[src/rtl/swl_pkg.sv]
package swl_pkg;

    typedef enum logic {
        EDGE_RISE = 1'b0,
        EDGE_FALL = 1'b1
    } swl_edge_e;

    typedef struct packed {
        logic      dual;
        logic      stby;
        swl_edge_e edge_sel;
    } swl_mode_t;

    function automatic int clamp_range(int v, int lo, int hi);
        if (v < lo) return lo;
        if (v > hi) return hi;
        return v;
    endfunction

endpackage

[src/rtl/swl_cfg.sv]
module swl_cfg
    import swl_pkg::*;
#(
    parameter int N_W   = 14,
    parameter int A_W   = 7,
    parameter int N_MIN = 3,
    parameter int N_MAX = 16380
) (
    input  logic           clk,
    input  logic           rst,
    input  logic           load_stb,
    input  logic           sync_load,
    input  logic [N_W-1:0] n_in,
    input  logic [A_W-1:0] a_in,
    input  logic           dual_in,
    input  logic           standby_in,
    input  logic           fall_in,
    input  logic           wrap,
    output logic [N_W-1:0] n_act,
    output logic [A_W-1:0] a_act,
    output swl_mode_t      mode,
    output logic           restart,
    output logic           err
);
    typedef struct packed {
        logic [N_W-1:0] n;
        logic [A_W-1:0] a;
    } div_cfg_t;

    div_cfg_t fresh;
    div_cfg_t pend_q;
    div_cfg_t act_q;
    logic     pend_v;
    logic     hit;

    // Clamp the requested words into the legal divide range
    always_comb begin
        fresh.n = N_W'(clamp_range(int'(n_in), N_MIN, N_MAX));
        if (int'(a_in) >= int'(fresh.n))
            fresh.a = A_W'(int'(fresh.n) - 1);
        else
            fresh.a = a_in;
        hit = (int'(n_in) < N_MIN) || (int'(n_in) > N_MAX) ||
              (int'(a_in) >= int'(fresh.n));
    end

    assign restart = load_stb && !sync_load;

    always_ff @(posedge clk) begin
        if (rst) begin
            act_q.n       <= N_W'(N_MIN);
            act_q.a       <= '0;
            pend_q        <= '0;
            pend_v        <= 1'b0;
            err           <= 1'b0;
            mode.dual     <= 1'b0;
            mode.stby     <= 1'b0;
            mode.edge_sel <= EDGE_RISE;
        end else begin
            mode.dual     <= dual_in;
            mode.stby     <= standby_in;
            mode.edge_sel <= fall_in ? EDGE_FALL : EDGE_RISE;
            if (load_stb && hit)
                err <= 1'b1;
            if (restart) begin
                act_q  <= fresh;
                pend_v <= 1'b0;
            end else if (wrap && load_stb) begin
                act_q  <= fresh;
                pend_v <= 1'b0;
            end else if (wrap && pend_v) begin
                act_q  <= pend_q;
                pend_v <= 1'b0;
            end else if (load_stb) begin
                pend_q <= fresh;
                pend_v <= 1'b1;
            end
        end
    end

    assign n_act = act_q.n;
    assign a_act = act_q.a;

    // active values always legal
    a_r9_n_legal: assert property (@(posedge clk) disable iff (rst)
        (int'(n_act) >= N_MIN) && (int'(n_act) <= N_MAX) && (int'(a_act) < int'(n_act)));

    // error flag is sticky
    a_r9_err_sticky: assert property (@(posedge clk) disable iff (rst)
        err |=> err);

    // without an immediate load or a wrap, active values hold
    a_r5_defer_hold: assert property (@(posedge clk) disable iff (rst)
        (!restart && !wrap) |=> ($stable(n_act) && $stable(a_act)));

endmodule

[src/rtl/swl_count.sv]
module swl_count #(
    parameter int N_W = 14,
    parameter int A_W = 7
) (
    input  logic           clk,
    input  logic           rst,
    input  logic [N_W-1:0] n_act,
    input  logic [A_W-1:0] a_act,
    input  logic           dual,
    input  logic           stby,
    input  logic           restart,
    output logic           wrap,
    output logic           tgt
);
    logic [N_W-1:0] cnt_q;

    assign wrap = !stby && (cnt_q == n_act - N_W'(1));
    assign tgt  = dual && !stby && (cnt_q >= N_W'(a_act));

    always_ff @(posedge clk) begin
        if (rst)
            cnt_q <= '0;
        else if (stby || restart || wrap)
            cnt_q <= '0;
        else
            cnt_q <= cnt_q + N_W'(1);
    end

    // the count never reaches N
    a_r1_cnt_below_n: assert property (@(posedge clk) disable iff (rst)
        cnt_q < n_act);

    // standby parks the count at zero
    a_r4_stby_hold: assert property (@(posedge clk) disable iff (rst)
        stby |=> (cnt_q == '0));

    // modulus falls only at a cycle start, a restart or a mode change
    a_r1_low_at_start: assert property (@(posedge clk) disable iff (rst)
        $fell(tgt) |-> ($past(wrap) || $past(restart) ||
                        (dual != $past(dual)) || (stby != $past(stby))));

endmodule

[src/rtl/swl_mod_out.sv]
module swl_mod_out
    import swl_pkg::*;
(
    input  logic      clk,
    input  logic      rst,
    input  logic      tgt,
    input  swl_edge_e edge_sel,
    output logic      mod_ctl
);
    logic mod_neg_q;

    always_ff @(negedge clk) begin
        if (rst)
            mod_neg_q <= 1'b0;
        else
            mod_neg_q <= tgt;
    end

    assign mod_ctl = (edge_sel == EDGE_FALL) ? mod_neg_q : tgt;

endmodule

[src/rtl/swallow_divider.sv]
module swallow_divider
    import swl_pkg::*;
#(
    parameter int N_W   = 14,
    parameter int A_W   = 7,
    parameter int N_MIN = 3,
    parameter int N_MAX = 16380
) (
    input  logic           clk,
    input  logic           rst,
    input  logic [N_W-1:0] n_cfg,
    input  logic [A_W-1:0] a_cfg,
    input  logic           load_stb,
    input  logic           sync_load,
    input  logic           dual_mode,
    input  logic           fall_edge_sel,
    input  logic           standby,
    output logic           mod_ctl,
    output logic           div_pulse,
    output logic           cfg_err
);
    logic [N_W-1:0] n_act;
    logic [A_W-1:0] a_act;
    swl_mode_t      mode;
    logic           restart;
    logic           wrap;
    logic           tgt;

    swl_cfg #(.N_W(N_W), .A_W(A_W), .N_MIN(N_MIN), .N_MAX(N_MAX)) cfg_i (
        .clk        (clk),
        .rst        (rst),
        .load_stb   (load_stb),
        .sync_load  (sync_load),
        .n_in       (n_cfg),
        .a_in       (a_cfg),
        .dual_in    (dual_mode),
        .standby_in (standby),
        .fall_in    (fall_edge_sel),
        .wrap       (wrap),
        .n_act      (n_act),
        .a_act      (a_act),
        .mode       (mode),
        .restart    (restart),
        .err        (cfg_err)
    );

    swl_count #(.N_W(N_W), .A_W(A_W)) count_i (
        .clk     (clk),
        .rst     (rst),
        .n_act   (n_act),
        .a_act   (a_act),
        .dual    (mode.dual),
        .stby    (mode.stby),
        .restart (restart),
        .wrap    (wrap),
        .tgt     (tgt)
    );

    swl_mod_out mod_i (
        .clk      (clk),
        .rst      (rst),
        .tgt      (tgt),
        .edge_sel (mode.edge_sel),
        .mod_ctl  (mod_ctl)
    );

    assign div_pulse = wrap;

    // feedback pulse is one clock wide
    a_r8_pulse_single: assert property (@(posedge clk) disable iff (rst)
        div_pulse |=> !div_pulse);

endmodule

[config.mk]
export PLATFORM = sky130hd
export DESIGN_NAME = swallow_divider
export DESIGN_NICKNAME = d
export VERILOG_FILES = /design/src/rtl/swl_pkg.sv /design/src/rtl/swl_cfg.sv /design/src/rtl/swl_count.sv /design/src/rtl/swl_mod_out.sv /design/src/rtl/swallow_divider.sv
export SDC_FILE = /design/constraint.sdc
export NUM_CORES = 1
export LEC_CHECK = 0
export CORE_MARGIN = 4
export CORE_UTILIZATION = 55
export CTS_BUF_LIST = sky130_fd_sc_hd__clkbuf_8
export CTS_CLUSTER_DIAMETER = 40
export DETAILED_ROUTE_END_ITERATION = 8
export PLACE_DENSITY = 0.81
export SLEW_MARGIN = 5
export SYNTH_ARGS = -nofsm -noshare
export SYNTH_HDL_FRONTEND = slang
export SYNTH_SLANG_ARGS = --single-unit
[constraint.sdc]
create_clock -name clk -period 8.15 [get_ports clk]
set_input_delay 2.445 -clock clk [delete_from_list [all_inputs] [get_ports clk]]
set_output_delay 2.445 -clock clk [all_outputs]
set_load 0.005 [all_outputs]
After elaboration in Yosys (flattened, before gate mapping)

Cells that the tools add are included.

Input bits: 28
Output and inout port bits: 3
Flip-flop bits (word level): 62
Word-level logic and storage cells: 52

Reduce and logical (&&, ||, !) cells: 17
Multiplexer cells: 13
Eq/ne operators: 1
Magnitude comparators: 4
Bitwise operators: 3
Add/subtract/negate cells: 3

Operators by type and width:

| cell                    | number |
|---|---|
| $mux W21                | 3 |
| $mux W14                | 3 |
| $add A14 B1 Y14 const B | 1 |
| $eq A14 B14 Y1          | 1 |
| $ge A14 B7 Y1           | 1 |
| $ge A7 B14 Y1           | 1 |
| $gt A14 B14 Y1 const B  | 1 |
| $lt A14 B2 Y1 const B   | 1 |
| $sub A14 B1 Y14 const B | 1 |
| $logic_and A1 B1 Y1     | 7 |
| $mux W7                 | 1 |
| $sub A7 B1 Y7 const B   | 1 |
| $mux W1                 | 5 |
| $logic_or A1 B1 Y1      | 4 |
| $reduce_and A4 Y1       | 1 |
| $reduce_or A4 Y1        | 1 |
| $not A1 Y1              | 3 |
| $reduce_bool A3 Y1      | 1 |
| $logic_not A1 Y1        | 2 |
| $mux W2                 | 1 |
| $reduce_or A2 Y1        | 1 |

Longest topological paths before layout

Word-level depth: 9
Mapped depth: 15

Modules after synthesis

Synthesis repeated with hierarchy kept, for this count alone.

Cells, all modules: 455
Area, all modules: 3638.5 um^2

By module, submodules not included:

| module      | area each (um^2) | times used | cells an instance | seq. area each (um^2) |
|---|---|---|---|---|
| swl_cfg     | 2333.5           | 1          | 294               | 940.9 |
| swl_count   | 1260.0           | 1          | 157               | 280.3 |
| swl_mod_out | 45.0             | 1          | 4                 | 20.0 |

==> flow_metrics.env <==
export IMPL_routed_wl_mm=7.75
export IMPL_cpLargestDelayFamily="buffers and inverters"
export IMPL_postRouteAntennaNets=0
export IMPL_synthFlopType="dfxtp_1"
export IMPL_path_max_fanout=1
export IMPL_via_per_inst=5.82
export IMPL_place_detailed_hpwl_mm=5.63
export IMPL_layout_drive_gt1_share_pct=8.01
export IMPL_vias=2991
export IMPL_rsz0062_at_grt="false"
export IMPL_path_clk_slew_ns=0.07
export IMPL_finalSetupViolCount=0
export IMPL_hp_class="flip-flop to flip-flop"
export IMPL_crit_chain="nand2_1 -> o41ai_1 -> clkdlybuf4s50_1"
export IMPL_ys_warn_count=0
export IMPL_nFillCells=534
export IMPL_gr_usage_all_layers_pct=21.2
export IMPL_m1WireLength_mm=3.65
export IMPL_p_leak_nw=1.68
export IMPL_nets=477
export IMPL_skew_ns=0.0446
export IMPL_p_per_area_nw_per_um2=167
export IMPL_final_common_cell="dfxtp_1"
export IMPL_grt_pass1_wl_mm=13.1
export IMPL_stdcell_area_um2=4060
export IMPL_htree_num_levels=3
export IMPL_syn_num_nets=456
export IMPL_rr_endpoint="mod_i.mod_neg_q"
export IMPL_slew_headroom_pct=23.3
export IMPL_cap_violations=0
export IMPL_wl_met3_um=381
export IMPL_grt_max_degree=50
export IMPL_setup_worst_path_end_class="output port"
export IMPL_hold_viol_final=0
export IMPL_cp_startpoint="mod_i.mod_neg_q"
export IMPL_critPathMaxStageDelay_ns=0.56
export IMPL_reg2reg_setup_slack_ns=1.93
export IMPL_areaGrowthSynthToFinish_pct=12.9
export IMPL_path_class="flip-flop to output port"
export IMPL_setup_tns_final_ns=0
export IMPL_syn_area_per_cell_um2=8.75
export IMPL_final_cell_mix="dfxtp_1, nor2_1, mux2i_1"
export IMPL_worstPathRequired_ns=5.71
export IMPL_die_area_um2=7900
export IMPL_worst_ir_drop_vdd_uv=114
export IMPL_antenna_found_initial=0
export IMPL_syn_area_um2=3600
export IMPL_cts_buffer_depth=2
export IMPL_ys_seq_area_share_pct=34.5
export IMPL_critPathSlowestCell="clkdlybuf4s50_1"
export IMPL_top_layer_used="met4"
export IMPL_gr_total_overflow=0
export IMPL_arrival_ns=5.40
export IMPL_worst_slew_pin_transition_ns=1.15
export IMPL_drt_first_pass_iters=4
export IMPL_start_util_pct=56.7
export IMPL_place_congestion=0.908
export IMPL_rows=29
export IMPL_wl_per_cell_um=15.1
export IMPL_drtIter0Drc=182
export IMPL_ys_ff_latch=62
export IMPL_postCtsSetupRepairBufs=0
export IMPL_io_pins=31
export IMPL_cts_resized_gates=0
export IMPL_synth_cell_types=54
export IMPL_cts_root_buf="clkbuf_8"
export IMPL_die_h_um=88.9
export IMPL_grt_pass1_vias=2824
export IMPL_antennaDiodeCount=0
export IMPL_cts_tree="done"
export IMPL_io_buffers=30
export IMPL_async_flop_share_pct=0
export IMPL_die_w_um=88.9
export IMPL_slew_violations=0
export IMPL_met2RoutedLength_mm=3.58
export IMPL_reg2reg_from="count_i.cnt_q[0]"
export IMPL_route_detailed_drc=0
export IMPL_synth_edf_count=0
export IMPL_core_um2=6350
export IMPL_syn_inst=411
export IMPL_critical_path_buf_inv_count=1
export IMPL_rr_worst_depth=10
export IMPL_cts_sinks=62
export IMPL_holdPathEnd="cfg_i.err"
export IMPL_dpl_instance_area_um2=3890
export IMPL_hold_buffers=0
export IMPL_cts_made_buffers=9
export IMPL_status="finished clean"
export IMPL_critical_path_startpoint_type="flip-flop"
export IMPL_hold_start="cfg_i.err"
export IMPL_clk_latency_ns=0.37
export IMPL_holdPathStages=2
export IMPL_hold_ws_ns=0.479
==> flip-flops by register name, indices dropped and copies added, names as in the netlist <==
signal           flops
cfg_i.mode           3
count_i.cnt_q       14
cfg_i.pend_v         1
cfg_i.a_act          7
mod_i.mod_neg_q      1
cfg_i.pend_q        21
cfg_i.err            1
cfg_i.n_act         14
==> synth_stat cells (all sizes together) (5+ instances only) <==
master / n / area, um2
inv: 23 / 86.3
a21o: 5 / 37.5
a211oi: 24 / 190
nand3: 15 / 75.1
o21ai: 8 / 43.8
clkbuf: 12 / 45.0
ha: 17 / 213
nor2b: 5 / 31.3
xnor2: 17 / 149
dfxtp: 62 / 1240
mux2: 5 / 56.3
nand2: 18 / 67.6
nor2: 61 / 236
mux2i: 32 / 320
a21oi: 18 / 90.1
xor2: 16 / 140
buf: 11 / 78.8
nor4: 9 / 101
nor3: 7 / 35.0
nand4: 7 / 43.8
==> worst min-delay path, delay by kind of cell (launching register included) <==
kind / cells / cell delay, ns
DFF: 1 / 0.33
AOI/OAI and AO/OA: 1 / 0.04
and+or+nand+nor: 1 / 0.07
==> layer usage <==
metal / track usage [%] / vias to the layer above
li1: - / 1498
met1: 28.7 / 1408
met2: 32.9 / 71
met3: 3.82 / 14
met4: 9.48 / 0
met5: 0 / -
==> final cells by class <==
| type | instances | area (um2) | share of cell area (%) |
|---|---|---|---|
| Multi-Input combinational cell | 303 | 2150 | 52.8 |
| Sequential cell | 62 | 1240 | 30.6 |
| Timing Repair Buffer | 33 | 318 | 7.82 |
| Clock buffer | 10 | 138 | 3.39 |
| Tap cell | 77 | 96.3 | 2.37 |
| Inverter | 22 | 82.6 | 2.03 |
| Clock inverter | 7 | 41.3 | 1.02 |
==> through the flow <==
step | setup slack, ns | total power [mW] | util (%) | std cells
floorplan | 0.990 | 0.413 | - | 411
global placement | 0.681 | 0.442 | 61.2 | 498
detailed placement | 0.680 | 0.446 | 61.2 | 498
CTS | 0.290 | 0.682 | 64.0 | 514
global route | 0.241 | 0.710 | 64.0 | 514
finish | 0.304 | 0.678 | 64.0 | 514
==> worst max-delay path by stage <==
stage	end	slack (ns)	cells after the start
final	mod_ctl	0.30	3
after global routing	mod_ctl	0.24	3
after CTS	mod_ctl	0.29	3
after detailed placement	mod_ctl	0.68	3
after global placement	mod_ctl	0.68	3
after floorplan	mod_i.mod_neg_q	0.99	3
==> power by group <==
| part | switching, mW | internal, mW |
|---|---|---|
| clock network | 0.122 | 0.117 |
| registers | 0.0141 | 0.318 |
| logic | 0.0555 | 0.0505 |
==> logic make-up after synthesis <==
| group | Yosys count | share of synthesized area [%] |
|---|---|---|
| AO/OA/AOI/OAI | 75 | 14.9 |
| XOR/XNOR | 33 | 8.03 |
| adder cells (fa/ha/maj) | 17 | 5.91 |
| buffers and inverters | 46 | 5.84 |
| flip-flops | 62 | 34.5 |
| multiplexers | 37 | 10.5 |
| AND/OR/NAND/NOR | 141 | 20.3 |
Note: power is estimated with default switching activity, not from simulation.
